### src/rtl/ts_pid_pkg.sv
package ts_pid_pkg;
  localparam int PID_W  = 13;
  localparam int DATA_W = 2 * PID_W;
  localparam int ROLE_N = 8;

  typedef logic [PID_W-1:0] pid_t;

  localparam pid_t       NULL_PID  = 13'h1fff;
  localparam logic [7:0] SYNC_BYTE = 8'h47;

  // role register indexes
  localparam int RI_STRM_A = 0;
  localparam int RI_STRM_B = 1;
  localparam int RI_PCR    = 2;
  localparam int RI_PMT    = 3;
  localparam int RI_EMM    = 4;
  localparam int RI_ECM    = 5;
  localparam int RI_GRP    = 6;
  localparam int RI_MASK   = 7;

  typedef enum logic [3:0] {
    TAG_NONE   = 4'd0,
    TAG_STRM_A = 4'd1,
    TAG_STRM_B = 4'd2,
    TAG_PCR    = 4'd3,
    TAG_PMT    = 4'd4,
    TAG_EMM    = 4'd5,
    TAG_ECM    = 4'd6,
    TAG_GRP    = 4'd7,
    TAG_SLOT   = 4'd8
  } tag_e;

  // bit 0 is rx_en
  typedef struct packed {
    logic null_drop;
    logic grp_en;
    logic ecm_en;
    logic emm_en;
    logic pmt_en;
    logic pcr_en;
    logic strm_b_en;
    logic strm_a_en;
    logic rx_en;
  } ctrl_t;

  localparam int CTRL_W = $bits(ctrl_t);
endpackage

### src/rtl/ts_pid_regs.sv
module ts_pid_regs
  import ts_pid_pkg::*;
#(
  parameter int NUM_SLOTS = 32,
  localparam int IDX_W = $clog2(NUM_SLOTS)
) (
  input  logic                           clk_i,
  input  logic                           rst_ni,
  input  logic                           we_i,
  input  logic [2:0]                     addr_i,
  input  logic [DATA_W-1:0]              wdata_i,
  output logic [DATA_W-1:0]              rdata_o,
  output ctrl_t                          ctrl_o,
  output logic [ROLE_N-1:0][PID_W-1:0]   role_o,
  output logic [NUM_SLOTS-1:0][PID_W-1:0] slot_pid_o,
  output logic [NUM_SLOTS-1:0]           slot_en_o
);
  localparam int PAIR_N = ROLE_N / 2;

  ctrl_t                            ctrl_q;
  logic [IDX_W-1:0]                 idx_q;
  logic [ROLE_N-1:0][PID_W-1:0]     role_q;
  logic [NUM_SLOTS-1:0][PID_W-1:0]  slot_pid_q;
  logic [NUM_SLOTS-1:0]             slot_en_q;

  always_ff @(posedge clk_i or negedge rst_ni) begin
    if (!rst_ni) begin
      ctrl_q <= '0;
      idx_q  <= '0;
    end else if (we_i) begin
      if (addr_i == 3'd0) ctrl_q <= ctrl_t'(wdata_i[CTRL_W-1:0]);
      if (addr_i == 3'd5) idx_q  <= wdata_i[IDX_W-1:0];
    end
  end

  // role pairs live at addresses 1..PAIR_N
  for (genvar p = 0; p < PAIR_N; p++) begin : g_pair
    always_ff @(posedge clk_i or negedge rst_ni) begin
      if (!rst_ni) begin
        role_q[2*p]   <= '0;
        role_q[2*p+1] <= '0;
      end else if (we_i && addr_i == 3'(p + 1)) begin
        role_q[2*p]   <= wdata_i[PID_W-1:0];
        role_q[2*p+1] <= wdata_i[DATA_W-1:PID_W];
      end
    end
  end

  always_ff @(posedge clk_i or negedge rst_ni) begin
    if (!rst_ni) begin
      slot_pid_q <= '0;
      slot_en_q  <= '0;
    end else if (we_i && addr_i == 3'd6) begin
      slot_pid_q[idx_q] <= wdata_i[PID_W-1:0];
      slot_en_q[idx_q]  <= wdata_i[PID_W];
    end
  end

  always_comb begin
    rdata_o = '0;
    case (addr_i)
      3'd0:    rdata_o = DATA_W'(ctrl_q);
      3'd1:    rdata_o = {role_q[RI_STRM_B], role_q[RI_STRM_A]};
      3'd2:    rdata_o = {role_q[RI_PMT], role_q[RI_PCR]};
      3'd3:    rdata_o = {role_q[RI_ECM], role_q[RI_EMM]};
      3'd4:    rdata_o = {role_q[RI_MASK], role_q[RI_GRP]};
      3'd5:    rdata_o = DATA_W'(idx_q);
      3'd6:    rdata_o = DATA_W'({slot_en_q[idx_q], slot_pid_q[idx_q]});
      default: rdata_o = '0;
    endcase
  end

  assign ctrl_o     = ctrl_q;
  assign role_o     = role_q;
  assign slot_pid_o = slot_pid_q;
  assign slot_en_o  = slot_en_q;
endmodule

### src/rtl/ts_pid_match.sv
module ts_pid_match
  import ts_pid_pkg::*;
#(
  parameter int NUM_SLOTS = 32,
  localparam int IDX_W = $clog2(NUM_SLOTS)
) (
  input  pid_t                            pid_i,
  input  ctrl_t                           ctrl_i,
  input  logic [ROLE_N-1:0][PID_W-1:0]    role_i,
  input  logic [NUM_SLOTS-1:0][PID_W-1:0] slot_pid_i,
  input  logic [NUM_SLOTS-1:0]            slot_en_i,
  output tag_e                            tag_o,
  output logic [IDX_W-1:0]                slot_o
);
  logic [NUM_SLOTS-1:0] slot_hit;
  logic                 any_slot;
  logic                 grp_hit;

  for (genvar i = 0; i < NUM_SLOTS; i++) begin : g_slot
    assign slot_hit[i] = slot_en_i[i] && (slot_pid_i[i] == pid_i);
  end

  // lowest index wins
  always_comb begin
    slot_o   = '0;
    any_slot = 1'b0;
    for (int i = NUM_SLOTS - 1; i >= 0; i--) begin
      if (slot_hit[i]) begin
        slot_o   = IDX_W'(i);
        any_slot = 1'b1;
      end
    end
  end

  assign grp_hit = ((pid_i ^ role_i[RI_GRP]) & role_i[RI_MASK]) == '0;

  always_comb begin
    if (!ctrl_i.rx_en || (ctrl_i.null_drop && pid_i == NULL_PID)) tag_o = TAG_NONE;
    else if (ctrl_i.strm_a_en && pid_i == role_i[RI_STRM_A])      tag_o = TAG_STRM_A;
    else if (ctrl_i.strm_b_en && pid_i == role_i[RI_STRM_B])      tag_o = TAG_STRM_B;
    else if (ctrl_i.pcr_en    && pid_i == role_i[RI_PCR])         tag_o = TAG_PCR;
    else if (ctrl_i.pmt_en    && pid_i == role_i[RI_PMT])         tag_o = TAG_PMT;
    else if (ctrl_i.emm_en    && pid_i == role_i[RI_EMM])         tag_o = TAG_EMM;
    else if (ctrl_i.ecm_en    && pid_i == role_i[RI_ECM])         tag_o = TAG_ECM;
    else if (ctrl_i.grp_en    && grp_hit)                         tag_o = TAG_GRP;
    else if (any_slot)                                            tag_o = TAG_SLOT;
    else                                                          tag_o = TAG_NONE;
  end
endmodule

### src/rtl/ts_pid_filter.sv
module ts_pid_filter
  import ts_pid_pkg::*;
#(
  parameter int NUM_SLOTS = 32,
  parameter int PKT_LEN   = 188,
  localparam int IDX_W = $clog2(NUM_SLOTS),
  localparam int CNT_W = $clog2(PKT_LEN + 1),
  localparam int HDR_N = 3
) (
  input  logic              clk_i,
  input  logic              rst_ni,
  input  logic [7:0]        byte_i,
  input  logic              valid_i,
  input  logic              sop_i,
  input  logic              reg_we_i,
  input  logic [2:0]        reg_addr_i,
  input  logic [DATA_W-1:0] reg_wdata_i,
  output logic [DATA_W-1:0] reg_rdata_o,
  output logic [7:0]        out_byte_o,
  output logic              out_valid_o,
  output logic              out_sop_o,
  output logic [3:0]        tag_o,
  output logic [IDX_W-1:0]  slot_o
);
  ctrl_t                            ctrl;
  logic [ROLE_N-1:0][PID_W-1:0]     role;
  logic [NUM_SLOTS-1:0][PID_W-1:0]  slot_pid;
  logic [NUM_SLOTS-1:0]             slot_en;

  ts_pid_regs #(.NUM_SLOTS(NUM_SLOTS)) u_regs (
    .clk_i, .rst_ni,
    .we_i(reg_we_i), .addr_i(reg_addr_i), .wdata_i(reg_wdata_i),
    .rdata_o(reg_rdata_o),
    .ctrl_o(ctrl), .role_o(role), .slot_pid_o(slot_pid), .slot_en_o(slot_en)
  );

  // byte position tracking; idx_q = PKT_LEN means idle
  logic [CNT_W-1:0] idx_q, cur_idx;
  logic             in_pkt, decide;
  logic             sync_ok_q;
  logic [4:0]       pid_hi_q;
  pid_t             dec_pid;

  assign cur_idx = sop_i ? '0 : idx_q;
  assign in_pkt  = valid_i && (cur_idx < CNT_W'(PKT_LEN));
  assign decide  = in_pkt && (cur_idx == CNT_W'(2));
  assign dec_pid = {pid_hi_q, byte_i};

  always_ff @(posedge clk_i or negedge rst_ni) begin
    if (!rst_ni) begin
      idx_q     <= CNT_W'(PKT_LEN);
      sync_ok_q <= 1'b0;
      pid_hi_q  <= '0;
    end else if (in_pkt) begin
      idx_q <= cur_idx + 1'b1;
      if (cur_idx == '0)         sync_ok_q <= (byte_i == SYNC_BYTE);
      if (cur_idx == CNT_W'(1))  pid_hi_q  <= byte_i[4:0];
    end
  end

  tag_e             m_tag;
  logic [IDX_W-1:0] m_slot;

  ts_pid_match #(.NUM_SLOTS(NUM_SLOTS)) u_match (
    .pid_i(dec_pid), .ctrl_i(ctrl), .role_i(role),
    .slot_pid_i(slot_pid), .slot_en_i(slot_en),
    .tag_o(m_tag), .slot_o(m_slot)
  );

  logic             pass_q;
  tag_e             tag_q;
  logic [IDX_W-1:0] slot_q;
  pid_t             pid_q;

  always_ff @(posedge clk_i or negedge rst_ni) begin
    if (!rst_ni) begin
      pass_q <= 1'b0;
      tag_q  <= TAG_NONE;
      slot_q <= '0;
      pid_q  <= '0;
    end else if (decide) begin
      pass_q <= sync_ok_q && (m_tag != TAG_NONE);
      tag_q  <= sync_ok_q ? m_tag : TAG_NONE;
      slot_q <= m_slot;
      pid_q  <= dec_pid;
    end
  end

  // header delay line: byte 0 leaves it just as the verdict lands
  logic [HDR_N-1:0][7:0] dly_byte;
  logic [HDR_N-1:0]      dly_v, dly_sop;

  always_ff @(posedge clk_i or negedge rst_ni) begin
    if (!rst_ni) begin
      dly_byte <= '0;
      dly_v    <= '0;
      dly_sop  <= '0;
    end else begin
      dly_byte[0] <= byte_i;
      dly_v[0]    <= in_pkt;
      dly_sop[0]  <= in_pkt && cur_idx == '0;
      for (int s = 1; s < HDR_N; s++) begin
        dly_byte[s] <= dly_byte[s-1];
        dly_v[s]    <= dly_v[s-1];
        dly_sop[s]  <= dly_sop[s-1];
      end
    end
  end

  assign out_valid_o = dly_v[HDR_N-1] && pass_q && ctrl.rx_en;
  assign out_sop_o   = out_valid_o && dly_sop[HDR_N-1];
  assign out_byte_o  = dly_byte[HDR_N-1];
  assign tag_o       = tag_q;
  assign slot_o      = slot_q;
endmodule

### config.mk
export PLATFORM = sky130hd
export DESIGN_NAME = ts_pid_filter
export DESIGN_NICKNAME = d
export VERILOG_FILES = /design/src/rtl/ts_pid_pkg.sv /design/src/rtl/ts_pid_regs.sv /design/src/rtl/ts_pid_match.sv /design/src/rtl/ts_pid_filter.sv
export SDC_FILE = /design/constraint.sdc
export NUM_CORES = 1
export LEC_CHECK = 0
export ABC_AREA = 1
export CORE_ASPECT_RATIO = 0.9
export CORE_MARGIN = 2
export CORE_UTILIZATION = 35
export DETAILED_ROUTE_END_ITERATION = 7
export DONT_BUFFER_PORTS = 1
export MAX_ROUTING_LAYER = met4
export REMOVE_ABC_BUFFERS = 1
export SLEW_MARGIN = 5
export SYNTH_ARGS = -nofsm -noshare
export SYNTH_HDL_FRONTEND = slang
export SYNTH_SLANG_ARGS = --single-unit
### constraint.sdc
create_clock -name clk_i -period 3.7 [get_ports clk_i]
set_input_delay 0.74 -clock clk_i [delete_from_list [all_inputs] [get_ports clk_i]]
set_output_delay 0.74 -clock clk_i [all_outputs]
set_load 0.02 [all_outputs]
## After elaboration in Yosys (flattened, before gate mapping)

Cells that the tools add are included.

| word-level totals | value |
|---|---|
| word-level logic and storage cells | 265 |
| flip-flop bits (word level) | 620 |
| output and inout port bits | 45 |

| operators by class | value |
|---|---|
| magnitude comparators | 3 |
| mux-type cells | 86 |
| bitwise logic cells | 2 |
| reduce and logical (&&, ||, !) cells | 63 |
| equal/unequal tests | 48 |
| add/subtract/negate cells | 1 |

Operators by type and width:

| cell | number |
|---|---|
| 13-bit equality test | 38 |
| 416-bit bitwise mux | 1 |
| 26-bit one-hot mux with 7 select lines | 1 |
| 5-bit 2-to-1 mux | 32 |
| 13-bit binary-select mux with 5-bit select | 1 |
| 13-bit demux with 5-bit select | 1 |
| 1-bit logical AND | 53 |
| 4-bit 2-to-1 mux | 10 |
| 1-bit 2-to-1 mux | 34 |
| 32-bit bitwise mux | 1 |
| 13-bit 2-to-1 mux | 2 |
| 13-bit AND | 1 |
| 13-bit equality test, second input constant | 1 |
| 13-bit zero test | 1 |
| 13-bit bitwise XOR | 1 |
| 3-bit equality test, second input constant | 3 |
| 8-bit by 1-bit adder with 8-bit output, second input constant | 1 |
| 8-bit by 1-bit equality test with 1-bit output, second input constant | 1 |
| 8-bit by 2-bit equality test with 1-bit output, second input constant | 1 |
| 8-bit by 7-bit equality test with 1-bit output, second input constant | 1 |
| 8-bit zero test | 1 |
| 8-bit less-than comparator, second input constant | 1 |
| 8-bit 2-to-1 mux | 1 |
| 2-bit AND reduction | 4 |
| other kinds (10) | 11 |

## Depth between registers and ports, before layout

| logic depth | value |
|---|---|
| depth in word-level cells | 45 |
| mapped depth | 41 |
| gate-level depth less buffers | 40 |

## Hierarchy

A second synthesis with hierarchy kept.

| second synthesis, totals | value |
|---|---|
| cells, all modules | 4914 |
| area, all modules | 35719.3 µm² |

Modules (own cells, without submodules):

| module | seq. area each (µm²) | area an instance (µm²) | cells an instance | instances |
|---|---|---|---|---|
| ts_pid_regs | 14163.6 | 26558.0 | 3411 | 1 |
| ts_pid_match | 0.0 | 6999.2 | 1291 | 1 |
| ts_pid_filter | 1357.6 | 2162.1 | 212 | 1 |

## Worst setup path before layout

OpenSTA, ideal clock, no wires.

| path | value |
|---|---|
| path kind | register to output |
| from | reg u_regs.idx_q[0] |
| to | out reg_rdata_o[8] |
| data required time | 2.960 ns |
| arrival time | 2.202 ns |
| cell stages (with the launch flop) | 12 |
| path slack | 0.758 ns |
| cell sequence | dfrtp_1 -> clkbuf_1 -> inv_1 -> nor2_1 -> clkinv_1 -> clkbuf_1 -> clkbuf_1 -> o22ai_1 -> o21ai_0 -> nand4_1 -> o31ai_1 -> o2111ai_1 |

| on the way | value |
|---|---|
| word-level cells in the longest chain between the ends | 3 |

RTL lines:

| element | line | source |
|---|---|---|
| from (decl) | ts_pid_regs.sv:21 | `logic [IDX_W-1:0] idx_q;` |
| from (signal assigned) | ts_pid_regs.sv:32 | `if (addr_i == 3'd5) idx_q <= wdata_i[IDX_W-1:0];` |
| 13-bit binary-select mux with 5-bit select | ts_pid_regs.sv:68 | `3'd6: rdata_o = DATA_W'({slot_en_q[idx_q], slot_pid_q[idx_q]});` |
| 13-bit 2-to-1 mux (not written as such) | ts_pid_regs.sv:68 |  |
| 26-bit one-hot mux with 7 select lines | ts_pid_regs.sv:61 | `case (addr_i)` |
| to (decl) | ts_pid_filter.sv:18 | `output logic [DATA_W-1:0] reg_rdata_o,` |

No other way between the ends. The select of a mux whose other input is x is not followed.

## Final worst setup path

| path | value |
|---|---|
| from | reg u_regs.idx_q[1] |
| to | out reg_rdata_o[3] |

Same word-level chain as after synthesis.

==> impl_metrics.json <==
{
  "status": "finished, violations left",
  "violations": "negative hold slack, max-slew violations, negative setup slack",
  "required_ns": 2.96,
  "die_w_um": 327,
  "first_iter_violations": 5155,
  "ys_seq_elements": 620,
  "p_per_area_mw_per_mm2": 560,
  "critPathMaxStageDelay_ns": 0.45,
  "min_path_type": "input port to asynchronous set/reset pin",
  "fp-row-count": 106,
  "area_delta_synth_final_pct": 19.6,
  "clock_skew_ns": 0.0222,
  "setup_viol": 14,
  "place.gp.congestion": 1.00,
  "syn_avg_cell_area_um2": 7.99,
  "hold_slack_ns": -0.168,
  "ys.flop_type": "dfrtp_1",
  "die_h_um": 294,
  "vias": 32641,
  "routed_wirelength_um": 154000,
  "portBuffers": 0,
  "relSlewSlack": -0.146,
  "remaining_drc_errors": 0,
  "wl_per_cell_um": 28.5,
  "min_period_ns": 3.91,
  "grt_pass1_wl_um": 222000,
  "layout_commonest_cell": "nand2_1",
  "syn-instance-count": 4101,
  "htree_levels": 3,
  "min_period_over_period": 1.06,
  "cp.arrival_ns": 3.17,
  "synth_cell_types": 53,
  "setup_tns_ns": -2.04,
  "syn_area_mm2": 0.0328,
  "ys_warn_count": 0,
  "critPathMostFrequentCell": "buf_6",
  "rsz0062_at_grt": "true",
  "crit_slowest_cell": "dfrtp_2",
  "finalNonFillerCells": 5419,
  "path_max_fanout": 6,
  "design.die.area_mm2": 0.0961,
  "path_clk_slew_ns": 0.06,
  "grt-ovfl-total": 0,
  "synth-seq-area-share": 0.474,
  "core_area_mm2": 0.0928,
  "layout-drive-gt1-share": 0.133,
  "cts_buffers": 71,
  "critPathLaunchType": "flip-flop",
  "ir_drop_v": 0.000329,
  "synth_edf_count": 0,
  "cts_tree": "built",
  "ant_nets": 0,
  "clockBufferDepth": 3,
  "cts_root_buffer": "clkbuf_16",
  "setup.worst_path.class": "flip-flop to output pin",
  "grt_pass1_vias": 30463,
  "fmax_ghz": 0.256,
  "tightest_slew_ns": 1.72,
  "end_kind": "output pin",
  "nets": 4170,
  "clock_sinks": 620,
  "worst_slack_ns": -0.205,
  "cp_cell_sequence": "buf_6 -> nand2_4 -> buf_12 -> buf_6 -> o22ai_4 -> o21ai_2 -> nand4_1 -> o31ai_2 -> o21ai_2 -> a221oi_2 -> o2111ai_2 -> buf_6",
  "final_cell_mix": "nand2_1 (959), o21ai_0 (683), dfrtp_1 (608)",
  "slew_viol_final": 149,
  "cap_viol_max_count": 0,
  "hold_viol_final": 281,
  "antenna_found_initial": 4,
  "io_pins": 87,
  "placed_cells": 5245,
  "start_util": 0.353,
  "p_leak_nw": 16.5,
  "via_per_inst": 6.02,
  "insertion_delay_ns": 0.65,
  "grt_start_max_net_pins": 621,
  "grt_use_total": 0.324,
  "dpl.hpwl_um": 99300,
  "firstDrtPassIters": 6,
  "async_flop_share": 1.00
}
final timing paths:
check / start / endpoint / slack, ns / cells past startpoint
worst min-delay path: rst_ni / out_byte_o[3] / -0.17 / 0
max in group asynchronous: rst_ni / pid_hi_q[4] / 2.41 / 0
worst max register to register: pid_hi_q[1] / slot_o[0] / 0.30 / 34
worst min register to register: dly_byte[15] / out_byte_o[7] / 0.35 / 0
min in group clk_i: byte_i[5] / dly_byte[5] / 0.14 / 0
worst max-delay path: u_regs.idx_q[1] / reg_rdata_o[3] / -0.21 / 12
layer usage:
metal / track usage / up-vias / wire length (um)
li1: - / 14183 / -
met1: 0.452 / 15802 / 65800
met2: 0.460 / 2172 / 64600
met3: 0.0605 / 484 / 15900
met4: 0.135 / 0 / 7860
met5: - / - / 0
worst max-delay path, delay by kind of cell (launching register included):
kind	cells	cell delay (ns)
compound gates	6	1.13
buf+inv	4	0.58
flops	1	0.45
simple gates	2	0.33
where the power goes:
part,total [mW],switching (mW),leakage [nW],internal [mW]
registers,8.43,0.913,8.32,7.52
logic,5.97,3.75,6.98,2.22
clock network,7.55,3.08,1.19,4.47
sequential cells by signal, summed over array words and instances, names as in the netlist:
register           cells
slot_o                 5
out_byte_o             8
u_regs.slot_en_o      32
u_regs.slot_pid_o    416
pass_q                 1
idx_q                  8
dly_v                  3
pid_hi_q               5
dly_sop                3
dly_byte              16
sync_ok_q              1
u_regs.idx_q           5
u_regs.role_o        104
tag_o                  4
u_regs.ctrl_o          9
timing repair:
action                     CTS  global route
buffers inserted            28            10
setup endpoints to repair   14            15
pin swaps                   55            38
gates cloned                13             4
hold endpoints to repair   615           498
resized for setup          215            83
layout make-up:
cell class                 count  area [um2]
inverter                     366        1410
clock inverter                29         395
timing repair buffer         259        2850
antenna                        1        2.50
clock buffer                  96        2060
tap                         1242        1550
fill                        9335       53600
sequential                   620       15500
multi-input combinational   2806       15400
cells in the mapped netlist, types with 51 or more instances:
| cell type | n | area share |
|---|---|---|
| nand2_1 | 973 | 0.11 |
| o21ai_0 | 748 | 0.11 |
| dfrtp_1 | 615 | 0.47 |
| inv_1 | 343 | 0.039 |
| o22ai_1 | 282 | 0.054 |
| clkbuf_1 | 210 | 0.024 |
| nand3_1 | 119 | 0.018 |
| nor2_1 | 109 | 0.012 |
| xor2_1 | 95 | 0.025 |
| nor4_1 | 60 | 0.011 |
| a22oi_1 | 52 | 0.012 |
| nand4_1 | 52 | 0.0099 |
| buf_2 | 51 | 0.0078 |
cell families after synthesis:
kind of cell	after synthesis	share of synthesized area
buf+inv	675	0.0821
xor+xnor	140	0.0374
fa+ha+maj	4	0.00153
flops	620	0.474
simple gates	1348	0.170
compound gates	1314	0.235
through the flow:
| stage | util | area [um2] | setup slack (ns) | power [mW] |
|---|---|---|---|---|
| after detailed placement | 0.376 | 34900 | 0.0329 | 13.3 |
| after floorplan | - | 31500 | -3.48 | 10.8 |
| after global placement | 0.376 | 34900 | -0.0581 | 13.2 |
| after CTS | 0.418 | 38800 | -0.151 | 21.5 |
| final | 0.422 | 39200 | -0.205 | 22.0 |
| after global routing | 0.422 | 39200 | -0.254 | 22.6 |
Power figures use the tool's default switching activity.
